## config.mk

```make
export PLATFORM = sky130hd
export DESIGN_NAME = merge_wbuf
export DESIGN_NICKNAME = d
export VERILOG_FILES = /design/src/rtl/wbuf_pkg.sv /design/src/rtl/wbuf_cam.sv /design/src/rtl/wbuf_ring.sv /design/src/rtl/merge_wbuf.sv
export SDC_FILE = /design/constraint.sdc
export NUM_CORES = 1
export LEC_CHECK = 0
export BUFFER_PORTS_ARGS = -buffer_cell sky130_fd_sc_hd__buf_4
export CAP_MARGIN = 20
export CORE_MARGIN = 5
export CORE_UTILIZATION = 50
export CTS_CLUSTER_DIAMETER = 150
export DETAILED_ROUTE_END_ITERATION = 8
export MAX_ROUTING_LAYER = met4
export PLACE_DENSITY_LB_ADDON = 0.08
export SLEW_MARGIN = 5
export SYNTH_ARGS = -nofsm -noshare
export SYNTH_HDL_FRONTEND = slang
export SYNTH_SLANG_ARGS = --single-unit
```

## constraint.sdc

```tcl
create_clock -name clk_i -period 4.6 [get_ports clk_i]
set_input_delay 0.23 -clock clk_i [delete_from_list [all_inputs] [get_ports clk_i]]
set_output_delay 0.23 -clock clk_i [all_outputs]
set_load 0.01 [all_outputs]
```

## src/rtl/wbuf_pkg.sv

```systemverilog
package wbuf_pkg;
  typedef enum logic [1:0] {
    ACT_NONE  = 2'd0,
    ACT_MERGE = 2'd1,
    ACT_ALLOC = 2'd2
  } st_act_e;
endpackage

```

## src/rtl/wbuf_cam.sv

```systemverilog
module wbuf_cam #(
  parameter int unsigned N     = 4,
  parameter int unsigned KEY_W = 28
) (
  input  logic [N-1:0]       valid_i,
  input  logic [KEY_W-1:0]   key_i,
  input  logic [N*KEY_W-1:0] keys_i,
  output logic [N-1:0]       hit_o
);
  for (genvar i = 0; i < N; i++) begin : g_cmp
    assign hit_o[i] = valid_i[i] && (keys_i[i*KEY_W +: KEY_W] == key_i);
  end
endmodule

```

## src/rtl/wbuf_ring.sv

```systemverilog
module wbuf_ring #(
  parameter int unsigned DEPTH = 4,
  localparam int unsigned PTR_W = (DEPTH > 1) ? $clog2(DEPTH) : 1,
  localparam int unsigned CNT_W = $clog2(DEPTH + 1)
) (
  input  logic             clk_i,
  input  logic             rst_ni,
  input  logic             push_i,
  input  logic             pop_i,
  output logic [PTR_W-1:0] head_o,
  output logic [PTR_W-1:0] tail_o,
  output logic             empty_o,
  output logic             full_o
);
  logic [PTR_W-1:0] head_q, tail_q;
  logic [CNT_W-1:0] cnt_q;

  function automatic logic [PTR_W-1:0] nxt(input logic [PTR_W-1:0] p);
    return (p == PTR_W'(DEPTH - 1)) ? '0 : p + 1'b1;
  endfunction

  always_ff @(posedge clk_i or negedge rst_ni) begin
    if (!rst_ni) begin
      head_q <= '0;
      tail_q <= '0;
      cnt_q  <= '0;
    end else begin
      if (push_i) tail_q <= nxt(tail_q);
      if (pop_i)  head_q <= nxt(head_q);
      case ({push_i, pop_i})
        2'b10:   cnt_q <= cnt_q + 1'b1;
        2'b01:   cnt_q <= cnt_q - 1'b1;
        default: cnt_q <= cnt_q;
      endcase
    end
  end

  assign head_o  = head_q;
  assign tail_o  = tail_q;
  assign empty_o = (cnt_q == '0);
  assign full_o  = (cnt_q == CNT_W'(DEPTH));

  assert_no_overflow_R8: assert property (@(posedge clk_i) disable iff (!rst_ni)
    full_o |-> !push_i);
  assert_no_underflow_R5: assert property (@(posedge clk_i) disable iff (!rst_ni)
    empty_o |-> !pop_i);
endmodule

```

## src/rtl/merge_wbuf.sv

```systemverilog
module merge_wbuf
  import wbuf_pkg::*;
#(
  parameter int unsigned ADDR_W = 32,
  parameter int unsigned DATA_W = 32,
  parameter int unsigned DEPTH  = 4,
  parameter int unsigned WORDS  = 4,
  localparam int unsigned LANE_W = $clog2(DATA_W / 8),
  localparam int unsigned WOFS_W = $clog2(WORDS),
  localparam int unsigned BLK_W  = ADDR_W - LANE_W - WOFS_W
) (
  input  logic                    clk_i,
  input  logic                    rst_ni,
  input  logic                    st_valid_i,
  output logic                    st_ready_o,
  input  logic [ADDR_W-1:0]       st_addr_i,
  input  logic [DATA_W-1:0]       st_data_i,
  output logic                    drain_valid_o,
  input  logic                    drain_ready_i,
  output logic [BLK_W-1:0]        drain_blk_o,
  output logic [WORDS*DATA_W-1:0] drain_data_o,
  output logic [WORDS-1:0]        drain_wen_o,
  input  logic [BLK_W-1:0]        lookup_blk_i,
  output logic                    lookup_hit_o
);
  localparam int unsigned PTR_W = (DEPTH > 1) ? $clog2(DEPTH) : 1;

  logic [DEPTH-1:0]        vld_q;
  logic [BLK_W-1:0]        blk_q [DEPTH];
  logic [WORDS-1:0]        wen_q [DEPTH];
  logic [WORDS*DATA_W-1:0] dat_q [DEPTH];
  logic [DEPTH*BLK_W-1:0]  blk_flat;

  logic [PTR_W-1:0]  head, tail;
  logic              empty, full;
  logic [BLK_W-1:0]  st_blk;
  logic [WOFS_W-1:0] st_word;
  logic [DEPTH-1:0]  merge_ok, st_hit, lk_hit;
  logic              drain_fire, merge_hit, st_fire;
  st_act_e           st_act;
  logic              unused_lane;

  assign st_blk      = st_addr_i[ADDR_W-1 -: BLK_W];
  assign st_word     = st_addr_i[LANE_W +: WOFS_W];
  assign unused_lane = ^st_addr_i[LANE_W-1:0];

  for (genvar i = 0; i < DEPTH; i++) begin : g_flat
    assign blk_flat[i*BLK_W +: BLK_W] = blk_q[i];
  end

  assign drain_fire = !empty && drain_ready_i;

  // head is handed off this cycle: keep it out of merging
  always_comb begin
    merge_ok = vld_q;
    if (drain_fire) merge_ok[head] = 1'b0;
  end

  wbuf_cam #(.N(DEPTH), .KEY_W(BLK_W)) u_st_cam (
    .valid_i(merge_ok), .key_i(st_blk), .keys_i(blk_flat), .hit_o(st_hit)
  );
  wbuf_cam #(.N(DEPTH), .KEY_W(BLK_W)) u_lk_cam (
    .valid_i(vld_q), .key_i(lookup_blk_i), .keys_i(blk_flat), .hit_o(lk_hit)
  );

  assign merge_hit  = |st_hit;
  assign st_ready_o = merge_hit || !full;
  assign st_fire    = st_valid_i && st_ready_o;

  always_comb begin
    st_act = ACT_NONE;
    if (st_fire) st_act = merge_hit ? ACT_MERGE : ACT_ALLOC;
  end

  wbuf_ring #(.DEPTH(DEPTH)) u_ring (
    .clk_i, .rst_ni,
    .push_i (st_act == ACT_ALLOC),
    .pop_i  (drain_fire),
    .head_o (head),
    .tail_o (tail),
    .empty_o(empty),
    .full_o (full)
  );

  for (genvar i = 0; i < DEPTH; i++) begin : g_ent
    logic do_alloc, do_merge;
    assign do_alloc = (st_act == ACT_ALLOC) && (tail == PTR_W'(i));
    assign do_merge = (st_act == ACT_MERGE) && st_hit[i];

    always_ff @(posedge clk_i or negedge rst_ni) begin
      if (!rst_ni) begin
        vld_q[i] <= 1'b0;
        blk_q[i] <= '0;
        wen_q[i] <= '0;
        dat_q[i] <= '0;
      end else begin
        if (drain_fire && head == PTR_W'(i)) vld_q[i] <= 1'b0;
        if (do_alloc) begin
          vld_q[i] <= 1'b1;
          blk_q[i] <= st_blk;
          wen_q[i] <= WORDS'(1) << st_word;
        end else if (do_merge) begin
          wen_q[i][st_word] <= 1'b1;
        end
        for (int w = 0; w < WORDS; w++) begin
          if ((do_alloc || do_merge) && st_word == WOFS_W'(w))
            dat_q[i][w*DATA_W +: DATA_W] <= st_data_i;
        end
      end
    end
  end

  assign drain_valid_o = !empty;
  assign drain_blk_o   = blk_q[head];
  assign drain_wen_o   = wen_q[head];
  assign drain_data_o  = dat_q[head];
  assign lookup_hit_o  = |lk_hit;

  assert_ready_not_full_R8: assert property (@(posedge clk_i) disable iff (!rst_ni)
    !full |-> st_ready_o);
  assert_merge_unique_R3: assert property (@(posedge clk_i) disable iff (!rst_ni)
    $onehot0(st_hit));
  assert_no_head_merge_R7: assert property (@(posedge clk_i) disable iff (!rst_ni)
    drain_fire |-> !st_hit[head]);
  assert_head_valid_R5: assert property (@(posedge clk_i) disable iff (!rst_ni)
    !empty |-> vld_q[head]);
  assert_drain_hold_R6: assert property (@(posedge clk_i) disable iff (!rst_ni)
    (drain_valid_o && !drain_ready_i && !st_fire) |=>
      (drain_valid_o && $stable(drain_blk_o) && $stable(drain_wen_o) && $stable(drain_data_o)));
  assert_lookup_empty_R9: assert property (@(posedge clk_i) disable iff (!rst_ni)
    empty |-> !lookup_hit_o);
endmodule

```

# ---- After elaboration in Yosys (flattened, before gate mapping)
# Cells that the tools add are included.
# W data, S select, Z words.
dict set report totals {
  regBits 651
  in_bits 96
  out_inout_bits 163
  elab_cells 167
}
dict set report op_classes {
  addsub 4
  n_lt_le_gt_ge 5
  n_eq_ne 22
  shift 1
  muxes 35
  bitwise 7
  reduce_logical 62
}
# operator n
set ops {}
lappend ops {{$bmux W128 S2} 1}
lappend ops {{$mux W128} 2}
lappend ops {{$eq A28 B28 Y1} 8}
lappend ops {{$bmux W28 S2} 1}
lappend ops {{$mux W28} 2}
lappend ops {{$mux W4} 11}
lappend ops {{$logic_and A1 B1 Y1} 40}
lappend ops {{$reduce_bool A2 Y1} 9}
lappend ops {{$eq A2 B2 Y1 const B} 8}
lappend ops {{$or A4 B4 Y4} 4}
lappend ops {{$eq A2 B1 Y1 const B} 5}
lappend ops {{$mux W1} 10}
lappend ops {{$bmux W4 S2} 1}
lappend ops {{$mux W2} 4}
lappend ops {{$reduce_or A4 Y1} 2}
lappend ops {{$logic_not A2 Y1} 3}
lappend ops {{$lt A2 B3 Y1 const B} 2}
lappend ops {{$pmux W3 S2} 1}
lappend ops {{$logic_or A1 B1 Y1} 5}
lappend ops {{$add A2 B1 Y2 const B} 2}
lappend ops {{$and A4 B4 Y4} 1}
lappend ops {{$demux W1 S2} 2}
lappend ops {{$ge A2 B1 Y1 const B} 2}
lappend ops {{$not A4 Y4} 1}
lappend ops {{other kinds (8)} 9}

# ---- Depth between registers and ports, before layout
# Gate-level depths: netlist of the first run.
dict set report logic_depth {
  depth_word 16
  ltp_mapped 19
  mapped_depth_nobuf 15
}

# ---- By module
# A second synthesis of the first run with hierarchy kept.
dict set report unflattened {
  hier_cells 2738
  area_unflattened_um2 31746.7
}
# mod instances cells_each area_per_inst_um2 seq_area_each_um2
set by_module_without_submodules {}
lappend by_module_without_submodules {merge_wbuf 1 2406 28925.2 16115.5}
lappend by_module_without_submodules {wbuf_cam 2 152 1234.9 0.0}
lappend by_module_without_submodules {wbuf_ring 1 28 351.6 175.2}

# ---- Worst setup path before layout of the first run
# No wires, ideal clock.
dict set report synth_path {
  path_kind {register to register}
  startpoint {register u_ring.head_q[1] (netlist: u_ring.head_o[1])}
  endpoint {register u_ring.cnt_q[2]}
  setup_time_ps 80
  arrival_time_ps 3578
  required_ps 4520
  setup_slack_ps 942
  stages_incl_launch_ff 20
  n_path_buf 4
  period_less_slack_ps 3658
  path_cell_list {dfrtp_1 -> clkbuf_1 -> clkbuf_1 -> buf_1 -> inv_1 -> ha_1 -> inv_1 -> o21ai_2 -> nand3b_1 -> nor3_2 -> or3_1 -> buf_4 -> nor3_1 -> inv_1 -> ha_1 -> inv_1 -> fa_1 -> xor2_1 -> nor2_1 -> xor2_1}
}
dict set report synth_between {
  elab_chain_len 15
  word_cells_on_any_way 22
  cone_classes {order compare (2); eq/ne (3); mux (6); bitwise (2); reduce/logical (9)}
}
# item line_no
set synth_rtl {}
lappend synth_rtl {{from (decl)} wbuf_ring.sv:15} ;# logic [PTR_W-1:0] head_q, tail_q;
lappend synth_rtl {{from (signal assigned)} wbuf_ring.sv:29} ;# if (pop_i) head_q <= nxt(head_q);
lappend synth_rtl {{$lt A2 B3 Y1 (implied by the code) or $ge A2 B1 Y1 (tied branches)} merge_wbuf.sv:56} ;# if (drain_fire) merge_ok[head] = 1'b0;
lappend synth_rtl {{$logic_and A1 B1 Y1 (implied by the code)} merge_wbuf.sv:56}
lappend synth_rtl {{$mux W1 (implied by the code)} merge_wbuf.sv:56}
lappend synth_rtl {{$demux W1 S2 (*)} merge_wbuf.sv:56}
lappend synth_rtl {{$not A4 Y4 (no line) (*)} -}
lappend synth_rtl {{$and A4 B4 Y4 (no line) (*)} -}
lappend synth_rtl {{$mux W4 (*)} merge_wbuf.sv:56}
lappend synth_rtl {{$logic_and A1 B1 Y1} wbuf_cam.sv:11} ;# assign hit_o[i] = valid_i[i] && (keys_i[i*KEY_W +: KEY_W] == key_i);
lappend synth_rtl {{$reduce_or A4 Y1 (*)} merge_wbuf.sv:66} ;# assign merge_hit = |st_hit;
lappend synth_rtl {{$logic_or A1 B1 Y1} merge_wbuf.sv:67} ;# assign st_ready_o = merge_hit || !full;
lappend synth_rtl {{$logic_and A1 B1 Y1} merge_wbuf.sv:68} ;# assign st_fire = st_valid_i && st_ready_o;
lappend synth_rtl {{$mux W2 (*)} merge_wbuf.sv:72} ;# if (st_fire) st_act = merge_hit ? ACT_MERGE : ACT_ALLOC;
lappend synth_rtl {{$eq A2 B2 Y1 (*)} merge_wbuf.sv:77} ;# .push_i (st_act == ACT_ALLOC),
lappend synth_rtl {{$eq A2 B1 Y1 or $eq A2 B2 Y1 (tied branches)} wbuf_ring.sv:30} ;# case ({push_i, pop_i})
lappend synth_rtl {{$pmux W3 S2 or $reduce_bool A2 Y1 (tied branches)} -}
lappend synth_rtl {{to (signal assigned)} wbuf_ring.sv:31} ;# 2'b10: cnt_q <= cnt_q + 1'b1;
lappend synth_rtl {{to (signal assigned)} wbuf_ring.sv:32} ;# 2'b01: cnt_q <= cnt_q - 1'b1;
lappend synth_rtl {{to (signal assigned)} wbuf_ring.sv:33} ;# default: cnt_q <= cnt_q;
lappend synth_rtl {{to (decl)} wbuf_ring.sv:16} ;# logic [CNT_W-1:0] cnt_q;
# Every way passes the cells marked *; elsewhere a longest branch is shown, timed or not.
# A chain may end at the register's enable or synchronous reset.

# ---- Worst setup path after layout of the first run
dict set report layout_path {
  startpoint {register u_ring.head_q[1] (netlist: u_ring.head_o[1])}
  endpoint {register dat_q[155] (netlist bit)}
}
dict set report layout_between {
  elab_chain_len 16
  word_cells_on_any_way 23
  cone_classes {order compare (2); eq/ne (2); mux (5); bitwise (2); reduce/logical (12)}
}
# item line_no
set layout_rtl {}
lappend layout_rtl {{$lt A2 B3 Y1 (implied by the code) or $ge A2 B1 Y1 (tied branches)} merge_wbuf.sv:56}
lappend layout_rtl {{$logic_and A1 B1 Y1 (implied by the code)} merge_wbuf.sv:56}
lappend layout_rtl {{$mux W1 (implied by the code)} merge_wbuf.sv:56}
lappend layout_rtl {{$demux W1 S2 (*)} merge_wbuf.sv:56}
lappend layout_rtl {{$not A4 Y4 (no line) (*)} -}
lappend layout_rtl {{$and A4 B4 Y4 (no line) (*)} -}
lappend layout_rtl {{$mux W4 (*)} merge_wbuf.sv:56}
lappend layout_rtl {{$logic_and A1 B1 Y1} wbuf_cam.sv:11}
lappend layout_rtl {{$reduce_or A4 Y1} merge_wbuf.sv:66}
lappend layout_rtl {{$logic_or A1 B1 Y1} merge_wbuf.sv:67}
lappend layout_rtl {{$logic_and A1 B1 Y1} merge_wbuf.sv:68}
lappend layout_rtl {{$mux W2} merge_wbuf.sv:72}
lappend layout_rtl {{$eq A2 B2 Y1 or $eq A2 B1 Y1 (tied branches)} {merge_wbuf.sv:87, merge_wbuf.sv:88}}
lappend layout_rtl {{$logic_and A1 B1 Y1 (on tied branches)} {merge_wbuf.sv:87, merge_wbuf.sv:88}}
lappend layout_rtl {{$logic_or A1 B1 Y1 (*)} merge_wbuf.sv:106} ;# if ((do_alloc || do_merge) && st_word == WOFS_W'(w))
lappend layout_rtl {{$logic_and A1 B1 Y1 (*)} merge_wbuf.sv:106}
lappend layout_rtl {{to (signal, indexed assignment)} merge_wbuf.sv:107} ;# dat_q[i][w*DATA_W +: DATA_W] <= st_data_i;
lappend layout_rtl {{to (decl)} merge_wbuf.sv:31} ;# logic [WORDS*DATA_W-1:0] dat_q [DEPTH];
# Marked as above.

==> results by group, run 1 <==
STA
  – Final Cycle Share: 87.8%
  – Slew Limit Headroom: 25.3%
  – Final setup fails: 0
  – Tightest Pin Transition: 1110 ps
  – Clock skew: 31.9 ps
  – Crit path time final: 4040 ps
  – Final hold vios: 0
  – Slew Viols, Final: 0
  – RSZ-0062 raised after global routing: no
  – Fmax: 248 MHz
  – Setup TNS: 0 ps

Clock tree
  – Clock buffer depth: 3
  – CTS root buf: clkbuf_16
  – Num CTS Buffers: 72
  – Clk sinks: 651
  – Worst-skew pair later-pin latency: 610 ps
  – # Post-CTS Setup Buffers: 0
  – Worst-path clk slew: 60 ps
  – H-Tree Depth: 3
  – Cts repair resizes: 0
  – TritonCTS clock tree: done
  – Hold_buf cts: 60

Drt
  – ANT nets after route: 0
  – Vias per cell: 6.10
  – Initial drt markers: 1590
  – Drt total wl: 97.3 mm
  – DR pass1 iterations: 5
  – Drt wl/cell: 28.2 um
  – Drc violations: 0
  – Vias: 21000

Pwr
  – PwrDens: 757 mW/mm^2
  – Leak: 16.3 nW
  – Total chip power: 28.6 mW
  – Peak supply drop: 489 uV

Min path
  – Hold Path Class: input port to flip-flop

Synthesis
  – Yosys top cell area share: 50.4%
  – Top_reg_cell synth: dfrtp_1
  – Syn Area/Cell: 14.0 sq um
  – Dominant cell type by area after synthesis: dfrtp_1
  – Synth Warn #: 0
  – Syn nets: 2413
  – Distinct cells, synth: 50
  – EDFF count, synth: 0
  – Synthesized cell area: 0.0323 sq mm
  – Leading post-synthesis cells by cell area: dfrtp_1 (50%), mux2_2 (13%), mux4_2 (11%)
  – Register bit total from synthesis: 651
  – Post-synthesis sequential area ratio: 50.4%
  – Async SR Flop Fraction: 100%
  – Gate Count Post-Synth: 2307

Worst setup path
  – WP data arrival: 4520 ps
  – Worst-path fanout max: 33
  – Worst setup EP type: flip-flop
  – CP Data Required Time: 5090 ps
  – Type of origin of the critical path: flip-flop
  – WS Path Type: flip-flop to flip-flop

Final layout
  – Final #Nets: 2643
  – Post-Layout Cell Count: 3449
  – Area Growth Syn to Fin: 17.2%
  – N_diodes: 0
  – Share of layout cells above drive strength 1: 38.3%

Die
  – Initial Util: 50.3%
  – # IOs: 259
  – Core area: 0.0642 sq mm
  – Full die area: 0.0698 sq mm
  – Die W: 264 um
  – Die Span Y: 264 um
  – Rows: 93

Placement
  – DPL Wire Length: 63.7 mm
  – Final GP Congestion: 0.950
  – Dpl cells: 3258
  – PortBufs: 256

Global route
  – Largest net degree at the start of global routing: 128
  – Global-route wire length before repair: 148 mm
  – Initial antenna violation count: 0
  – Number of global-route vias before repair: 22100
  – Overflow after GRT: 0
  – Total track usage: 28.4%

Flow run
  – Total of max-cap violations: 0

Status
  – Status: finished, final reports clean
-- power breakdown --
group	total, mW	switching [mW]	leakage (nW)	internal [mW]
registers	10.6	2.11	8.05	8.54
logic	12.1	5.50	7.02	6.58
clock network	5.92	2.37	1.20	3.55
total	28.6	9.98	16.3	18.7
-- per-layer routing --
metal,routed length [um],vias to the layer above,share of wire [%],global-route usage (%)
met2,47400,607,49,45.2
met4,1510,0,1.6,4.90
li1,-,8979,-,-
met5,0,-,0,-
met3,6650,107,6.8,6.31
met1,41700,11400,43,38.7
-- critical path, cell delays in order (launching register included) --
cell      delay [ps]
dfrtp_4          820
ha_1             290
o311ai_2         140
nand4_1          120
nor4_1            80
and2_1           210
or3_1            530
o21ai_4          910
buf_4            420
mux2_2           370
-- logic make-up after synthesis --
kind of cell / synth area share [%]
mux: 28.5
fa+ha+maj: 0.411
xor+xnor: 6.13
compound gates: 4.76
buf+inv: 3.79
simple gates: 5.97
flops: 50.4
-- layout make-up --
class | count | area (sq um)
clock inverters | 28 | 327
clock buffers | 103 | 2110
repair buffers | 379 | 3100
flip-flops and latches | 651 | 16300
fillers | 5153 | 26400
inverters | 25 | 93.8
well taps | 855 | 1070
multi-input cells | 1408 | 14900
-- layout by cell type (no fill, tap or decap), types with 25 or more instances in the layout --
master         instances
a32o_1                96
and2_1                66
and3_1                35
buf_4                310
clkbuf_16             75
dfrtp_1              649
dlygate4sd3_1         60
inv_1                 25
mux2_1               128
mux2_2               368
mux4_2               160
nand2_1               84
nand4_1               52
nor4_1                39
o22ai_1               33
xnor2_1              122
xor2_1               104
-- registers in the layout (all words and copies together) (netlist names) --
register	count
u_ring.tail_o	2
wen_q	16
dat_q	512
u_ring.cnt_q	3
blk_flat	112
vld_q	4
u_ring.head_o	2
-- worst paths after layout --
path	from	to	slack, ps	depth (start not counted)
max	u_ring.head_o[1]$_DFFE_PN0N_	dat_q[155]$_DFFE_PN0P_	560	9
min	drain_ready_i	vld_q[0]$_DFFE_PN0P_	30	4
max reg2reg	u_ring.head_o[1]$_DFFE_PN0N_	dat_q[155]$_DFFE_PN0P_	560	9
min reg2reg	wen_q[10]$_DFFE_PN0N_	wen_q[10]$_DFFE_PN0N_	480	1
max in group asynchronous	rst_ni	dat_q[177]$_DFFE_PN0P_	3030	3
min in group asynchronous	rst_ni	blk_flat[21]$_DFFE_PN0P_	270	2
-- cells in the mapped netlist (3+ instances only) --
| master | number |
|---|---|
| mux2_1 | 128 |
| buf_1 | 19 |
| a22o_1 | 3 |
| buf_4 | 28 |
| buf_6 | 15 |
| nand2_1 | 84 |
| and4_1 | 3 |
| o21ai_4 | 3 |
| a21oi_2 | 4 |
| a32o_1 | 96 |
| nor2_1 | 16 |
| mux2_2 | 368 |
| xnor2_1 | 122 |
| o22ai_1 | 33 |
| xor2_1 | 104 |
| o21ai_0 | 13 |
| dfrtp_1 | 651 |
| inv_1 | 25 |
| nand4b_1 | 3 |
| ha_1 | 9 |
| and2_1 | 67 |
| nand3_1 | 13 |
| mux4_2 | 160 |
| nor3_1 | 16 |
| o21ai_2 | 5 |
| clkbuf_1 | 101 |
| buf_2 | 60 |
| nand4_1 | 52 |
| a21o_1 | 3 |
| nor4_1 | 39 |
| or3_1 | 4 |
| and3_1 | 35 |
-- through the flow --
step           util, %  hold WS, ps  setup WS [ps]  cell area, sq um
6_report          58.9         30.7            562             37900
5_1_grt           58.9         22.7            363             37900
4_1_cts           58.9         2.47            518             37900
3_5_place_dp      54.2          360            604             34800
3_3_place_gp      54.2          351            706             34800
2_1_floorplan        -        -65.6            942             32300
(Power assumes the default switching activity.)
==> run 2, diff against run 1 <==
--- a/config.mk
+++ b/config.mk
@@ -9,6 +9,7 @@
 export CAP_MARGIN = 20
 export CORE_MARGIN = 5
 export CORE_UTILIZATION = 50
+export CTS_BUF_LIST = sky130_fd_sc_hd__clkbuf_8
 export CTS_CLUSTER_DIAMETER = 150
 export DETAILED_ROUTE_END_ITERATION = 8
 export MAX_ROUTING_LAYER = met4
==> run 2 against run 1 <==
  * Sequential power hardly changed
  * Critical path type unchanged
  * Clock power is 14% lower
  * Die area stayed put
  * Sequential share of layout area is 0.26 points higher
  * Non-clock buffer count is 2 higher
  * Clock skew is 6.8 ps higher
  * Highest routed layer unchanged
  * Power is 2.8% lower
  * Via count is 0.70% higher
==> results by group, run 2 (synthesized netlist as in run 1, its figures left out) <==
Status
  – Status: finished, final reports clean

STA
  – Setup TNS: 0 ps
  – Slew Limit Headroom: 25.6%
  – Clock skew: 38.7 ps
  – RSZ-0062 raised after global routing: no
  – Final setup fails: 0
  – Slew Viols, Final: 0
  – Final Cycle Share: 88.4%
  – Final hold vios: 0
  – Crit path time final: 4060 ps
  – Fmax: 246 MHz
  – Tightest Pin Transition: 1110 ps

Pwr
  – PwrDens: 740 mW/mm^2
  – Share of total power in combinational logic: 43.4%
  – Peak supply drop: 392 uV
  – Leak: 16.3 nW
  – Sequential share of power: 38.2%
  – NetSw: 9.99 mW
  – Clk pwr share: 18.4%
  – Power Internal: 17.9 mW
  – Sw Share: 35.9%

Clock tree
  – Num CTS Buffers: 107
  – TritonCTS clock tree: done
  – # Post-CTS Setup Buffers: 0
  – Clk sinks: 651
  – Worst-path clk slew: 70 ps
  – Worst-skew pair later-pin latency: 720 ps
  – CTS root buf: clkbuf_8
  – Clock buffer depth: 3
  – H-Tree Depth: 3

Placement
  – Final GP Congestion: 0.950
  – DPL Wire Length: 63.7 mm
  – Placed inst area: 0.0348 sq mm
  – PortBufs: 256

Drt
  – Vias per cell: 6.03
  – Drt total wl: 97.4 mm
  – Initial drt markers: 1508
  – Highest metal used: met4
  – M1 WL: 41.9 mm
  – Drc violations: 0
  – Routed wl met3: 6.19 mm
  – DR pass1 iterations: 5
  – Vias: 21200
  – Met2 wire len: 46.7 mm
  – Drt wl/cell: 27.7 um
  – ANT nets after route: 0

Global route
  – Number of global-route vias before repair: 22400
  – Largest net degree at the start of global routing: 128
  – Global-route wire length before repair: 148 mm
  – Initial antenna violation count: 1
  – Overflow after GRT: 0
  – Total track usage: 28.4%

Worst setup path
  – Reg-to-reg endpoint: dat_q[147]$_DFFE_PN0P_
  – Stages on the worst setup path: 9
  – CP Data Required Time: 5170 ps
  – R2R Setup Slk: 540 ps
  – Worst-path fanout max: 33
  – Worst path slowest cell: o21ai_4
  – Crit path max-delay family: compound AO/OA/AOI/OAI gates
  – Reg2Reg Depth: 9
  – Reg2Reg Launch Point: u_ring.head_o[1]$_DFFE_PN0N_
  – Crit path buf inv count: 1
  – Worst setup EP type: flip-flop
  – Worst-path cell chain: ha_1 -> o311ai_2 -> nand4_1 -> nor4_1 -> and2_1 -> or3_1 -> o21ai_4 -> buf_4 -> mux2_2
  – WS Path Type: flip-flop to flip-flop
  – Max stage delay on crit path: 910 ps
  – WP data arrival: 4630 ps
  – CP Launch Point: u_ring.head_o[1]$_DFFE_PN0N_
  – Type of origin of the critical path: flip-flop
  – Worst Setup EP: dat_q[147]$_DFFE_PN0P_

Final layout
  – Max FFs per register: 512
  – Cell area after layout: 0.0376 sq mm
  – Commonest non-fill, non-tap cell in the layout: dfrtp_1
  – Final #Nets: 2680
  – Area Growth Syn to Fin: 16.5%
  – Largest reg by FF count: dat_q
  – Most frequent cells in the layout: dfrtp_1 (649), mux2_2 (368), buf_4 (310), mux4_2 (160), clkbuf_8 (140)
  – Final core occ: 58.6%
  – Share of layout cells above drive strength 1: 38.8%

Die
  – Rows: 93
  – Die W: 264 um
  – # IOs: 259
  – Initial Util: 50.3%
  – Die Span Y: 264 um
  – Core area: 0.0642 sq mm
  – Full die area: 0.0698 sq mm

Min path
  – Hold Path Class: input port to asynchronous set/reset pin

Flow run
  – Total of max-cap violations: 0
run 2: changes by cell type in the layout (fill, tap and decap cells not counted), sizes merged:
| cell | change |
|---|---|
| inv | +40 |
| clkbuf | +37 |
| clkinv | -9 |
| bufinv | -6 |
| clkinvlp | -2 |
| diode | +2 |
| dlygate4sd3 | +2 |
run 2: routing by layer:
layer  vias up  global-route usage (%)
li1       9063                       -
met1     11300                    38.6
met2       640                    44.3
met3       160                    6.15
met4         0                    7.40
met5         -                       -
run 2: worst min path at each step:
stage,endpoint,depth (start not counted),slack [ps],from
2_1_floorplan,blk_flat[0]$_DFFE_PN0P_,0,-70,rst_ni
3_3_place_gp,blk_flat[49]$_DFFE_PN0P_,1,350,rst_ni
3_5_place_dp,blk_flat[21]$_DFFE_PN0P_,1,360,rst_ni
4_1_cts,dat_q[504]$_DFFE_PN0P_,5,120,st_valid_i
5_1_grt,wen_q[15]$_DFFE_PN0N_,3,210,st_addr_i[3]
6_report,blk_flat[105]$_DFFE_PN0P_,2,170,rst_ni
run 2: area by class of cell:
class	count	area [sq um]
Inverter	25	93.8
Tap cell	855	1070
Clock inverter	51	262
Antenna cell	2	5.00
Sequential cell	651	16300
Fill cell	5199	26600
Multi-Input combinational cell	1408	14900
Timing Repair Buffer	381	3120
Clock buffer	140	1930
run 2: per-stage QoR:
step           cells  worst slack, ps  total power [mW]  hold slack (ps)
2_1_floorplan   2307              942              17.6            -65.6
3_3_place_gp    3258              706              22.5              351
4_1_cts         3511              383              28.1              121
3_5_place_dp    3258              604              22.9              360
5_1_grt         3513              238              29.4              213
6_report        3513              536              27.8              166
run 2: repair_timing:
action / CTS / global route
setup endpoints to repair: 0 / 0
endpoints found under the hold margin: 720 / 0
resized for setup: 0 / 0
hold buffers: 62 / 0
run 2: power by group through the flow:
| stage | logic [mW] | clock network [mW] | registers, mW |
|---|---|---|---|
| 6_report | 12.1 | 5.12 | 10.6 |
| 2_1_floorplan | 7.78 | 0 | 9.87 |
| 3_5_place_dp | 12.2 | 0 | 10.7 |
| 5_1_grt | 12.9 | 5.50 | 11.0 |
| 4_1_cts | 12.3 | 5.25 | 10.6 |
| 3_3_place_gp | 12.0 | 0 | 10.5 |
==> run 3, diff against run 2 <==
--- a/config.mk
+++ b/config.mk
@@ -7,7 +7,7 @@
 export LEC_CHECK = 0
 export BUFFER_PORTS_ARGS = -buffer_cell sky130_fd_sc_hd__buf_4
 export CAP_MARGIN = 20
-export CORE_MARGIN = 5
+export CORE_MARGIN = 2
 export CORE_UTILIZATION = 50
 export CTS_BUF_LIST = sky130_fd_sc_hd__clkbuf_8
 export CTS_CLUSTER_DIAMETER = 150
==> run 3 against run 2 <==
  * Via count barely moved
  * Die area down 4.5%
  * Maximum frequency increased by 2.9%
  * Clock skew fell by 10 ps
  * Combinational power barely moved
  * Non-clock buffer count fell by 8
  * Critical path type is now flip-flop to output port
  * Largest cell class unchanged
  * Largest power group unchanged
  * Highest routed layer unchanged
==> results by group, run 3 (synthesized netlist as in run 1, its figures left out) <==
Status
  – Status: finished, final reports clean

STA
  – Setup TNS: 0 ps
  – Final Cycle Share: 85.8%
  – Crit path time final: 3950 ps
  – RSZ-0062 raised after global routing: no
  – Slew Viols, Final: 0
  – Clock skew: 28.2 ps
  – Final setup fails: 0
  – Tightest Pin Transition: 1080 ps
  – Fmax: 253 MHz
  – Final hold vios: 0
  – Slew Limit Headroom: 27.9%

Worst setup path
  – Type of origin of the critical path: flip-flop
  – CP Data Required Time: 4370 ps
  – WP data arrival: 3720 ps
  – R2R Setup Slk: 750 ps
  – Worst setup EP type: output port
  – Reg-to-reg endpoint: dat_q[68]$_DFFE_PN0P_
  – WS Path Type: flip-flop to output port
  – Reg2Reg Depth: 10
  – Worst-path fanout max: 44
  – Reg2Reg Launch Point: u_ring.head_o[1]$_DFFE_PN0N_

Drt
  – Vias per cell: 6.04
  – Drt wl/cell: 27.2 um
  – ANT nets after route: 0
  – Drc violations: 0
  – Initial drt markers: 1707
  – Drt total wl: 95.5 mm
  – Vias: 21200
  – DR pass1 iterations: 5

Pwr
  – NetSw: 9.96 mW
  – Share of total power in combinational logic: 43.4%
  – PwrDens: 741 mW/mm^2
  – Power Internal: 18.0 mW
  – Sequential share of power: 37.8%
  – Clk pwr share: 18.8%
  – Leak: 16.4 nW
  – Peak supply drop: 403 uV
  – Total chip power: 28.0 mW
  – Sw Share: 35.6%

Min path
  – Hold Path Class: input port to asynchronous set/reset pin

Global route
  – Overflow after GRT: 0
  – Global-route wire length before repair: 145 mm
  – Total track usage: 30.0%
  – Number of global-route vias before repair: 22400
  – Initial antenna violation count: 2
  – Largest net degree at the start of global routing: 132

Final layout
  – Share of layout cells above drive strength 1: 38.9%
  – Final #Nets: 2677
  – Largest reg by FF count: dat_q
  – Seq. cell area: 0.0163 sq mm
  – Most frequent cells in the layout: dfrtp_1 (649), mux2_2 (368), buf_4 (297), mux4_2 (160), clkbuf_8 (141)
  – Max FFs per register: 512
  – Fillers: 5215
  – Multi-input gate area: 0.0149 sq mm
  – Commonest non-fill, non-tap cell in the layout: dfrtp_1
  – Area Growth Syn to Fin: 16.8%

Clock tree
  – Clk sinks: 651
  – Clock buffer depth: 3
  – CTS root buf: clkbuf_8
  – Worst-skew pair later-pin latency: 730 ps
  – Worst-path clk slew: 60 ps
  – H-Tree Depth: 3
  – TritonCTS clock tree: done
  – Num CTS Buffers: 112
  – # Post-CTS Setup Buffers: 0

Die
  – # IOs: 259
  – Die W: 258 um
  – Initial Util: 50.4%
  – Full die area: 0.0666 sq mm
  – Rows: 93
  – Core area: 0.0641 sq mm
  – Die Span Y: 258 um

Placement
  – PortBufs: 256
  – Final GP Congestion: 1.03
  – DPL Wire Length: 61.4 mm

Flow run
  – Total of max-cap violations: 0
[run 3: cell types whose count changed in the layout (fill, tap and decap cells not counted)]
cell / change
buf_4: -13
clkinv_2: +6
buf_12: +5
inv_1: -3
bufinv_16: +2
inv_12: -2
clkbuf_8: +1
clkinv_4: -1
clkinv_8: +1
inv_6: +1
[run 3: cell type report]
cell class	count	area share, %
timing repair buffer	373	8.29
sequential	651	43.2
clock inverter	55	0.859
inverter	25	0.249
clock buffer	141	5.15
tap	855	2.84
antenna	2	0.0133
multi-input combinational	1408	39.4
[run 3: how the worst max path moves through the flow]
stage / from / end / slack (ps) / depth (start not counted)
floorplan: u_ring.head_o[1]$_DFFE_PN0N_ / u_ring.cnt_q[2]$_DFFE_PN0P_ / 940 / 19
global placement: blk_flat[52]$_DFFE_PN0P_ / u_ring.cnt_q[2]$_DFFE_PN0P_ / 810 / 13
detailed placement: u_ring.head_o[1]$_DFFE_PN0N_ / dat_q[67]$_DFFE_PN0P_ / 800 / 10
CTS: u_ring.head_o[0]$_DFFE_PN0N_ / drain_data_o[96] / 530 / 4
global route: u_ring.head_o[0]$_DFFE_PN0N_ / drain_data_o[127] / 330 / 4
finish: u_ring.head_o[0]$_DFFE_PN0N_ / drain_data_o[127] / 650 / 4
[run 3: layer usage]
metal	GRT usage (%)	routed length, um	share of wire, %
met4	8.54	2640	2.8
met2	46.6	45700	48
met3	7.36	6990	7.3
met5	-	0	0
met1	39.5	40300	42
[run 3: repair_timing]
| action | CTS | global route |
|---|---|---|
| hold endpoints to repair | 725 | 0 |
| hold buffers | 62 | 0 |
| gates resized for setup | 0 | 0 |
[run 3: metrics by stage]
stage / utilization, % / area, sq um / setup slack (ps) / instances / hold WS [ps]
2_1_floorplan: - / 32300 / 942 / 2307 / -65.6
3_3_place_gp: 54.3 / 34800 / 806 / 3250 / 359
3_5_place_dp: 54.3 / 34800 / 802 / 3250 / 366
4_1_cts: 58.8 / 37700 / 525 / 3508 / 82.3
5_1_grt: 58.8 / 37700 / 328 / 3510 / 131
6_report: 58.8 / 37700 / 651 / 3510 / 148
[run 3: worst max-delay path: stages (launching register included)]
cell     delay, ps
dfrtp_4        430
buf_4          770
buf_4          840
mux4_2         670
buf_4          180
[run 3: power groups by stage]
stage | Sequential, mW | Clock, mW | Combinational, mW
2_1_floorplan | 9.87 | 0 | 7.78
3_3_place_gp | 10.4 | 0 | 12.0
3_5_place_dp | 10.6 | 0 | 12.1
4_1_cts | 10.6 | 5.39 | 12.3
5_1_grt | 10.9 | 5.64 | 12.9
6_report | 10.6 | 5.26 | 12.1
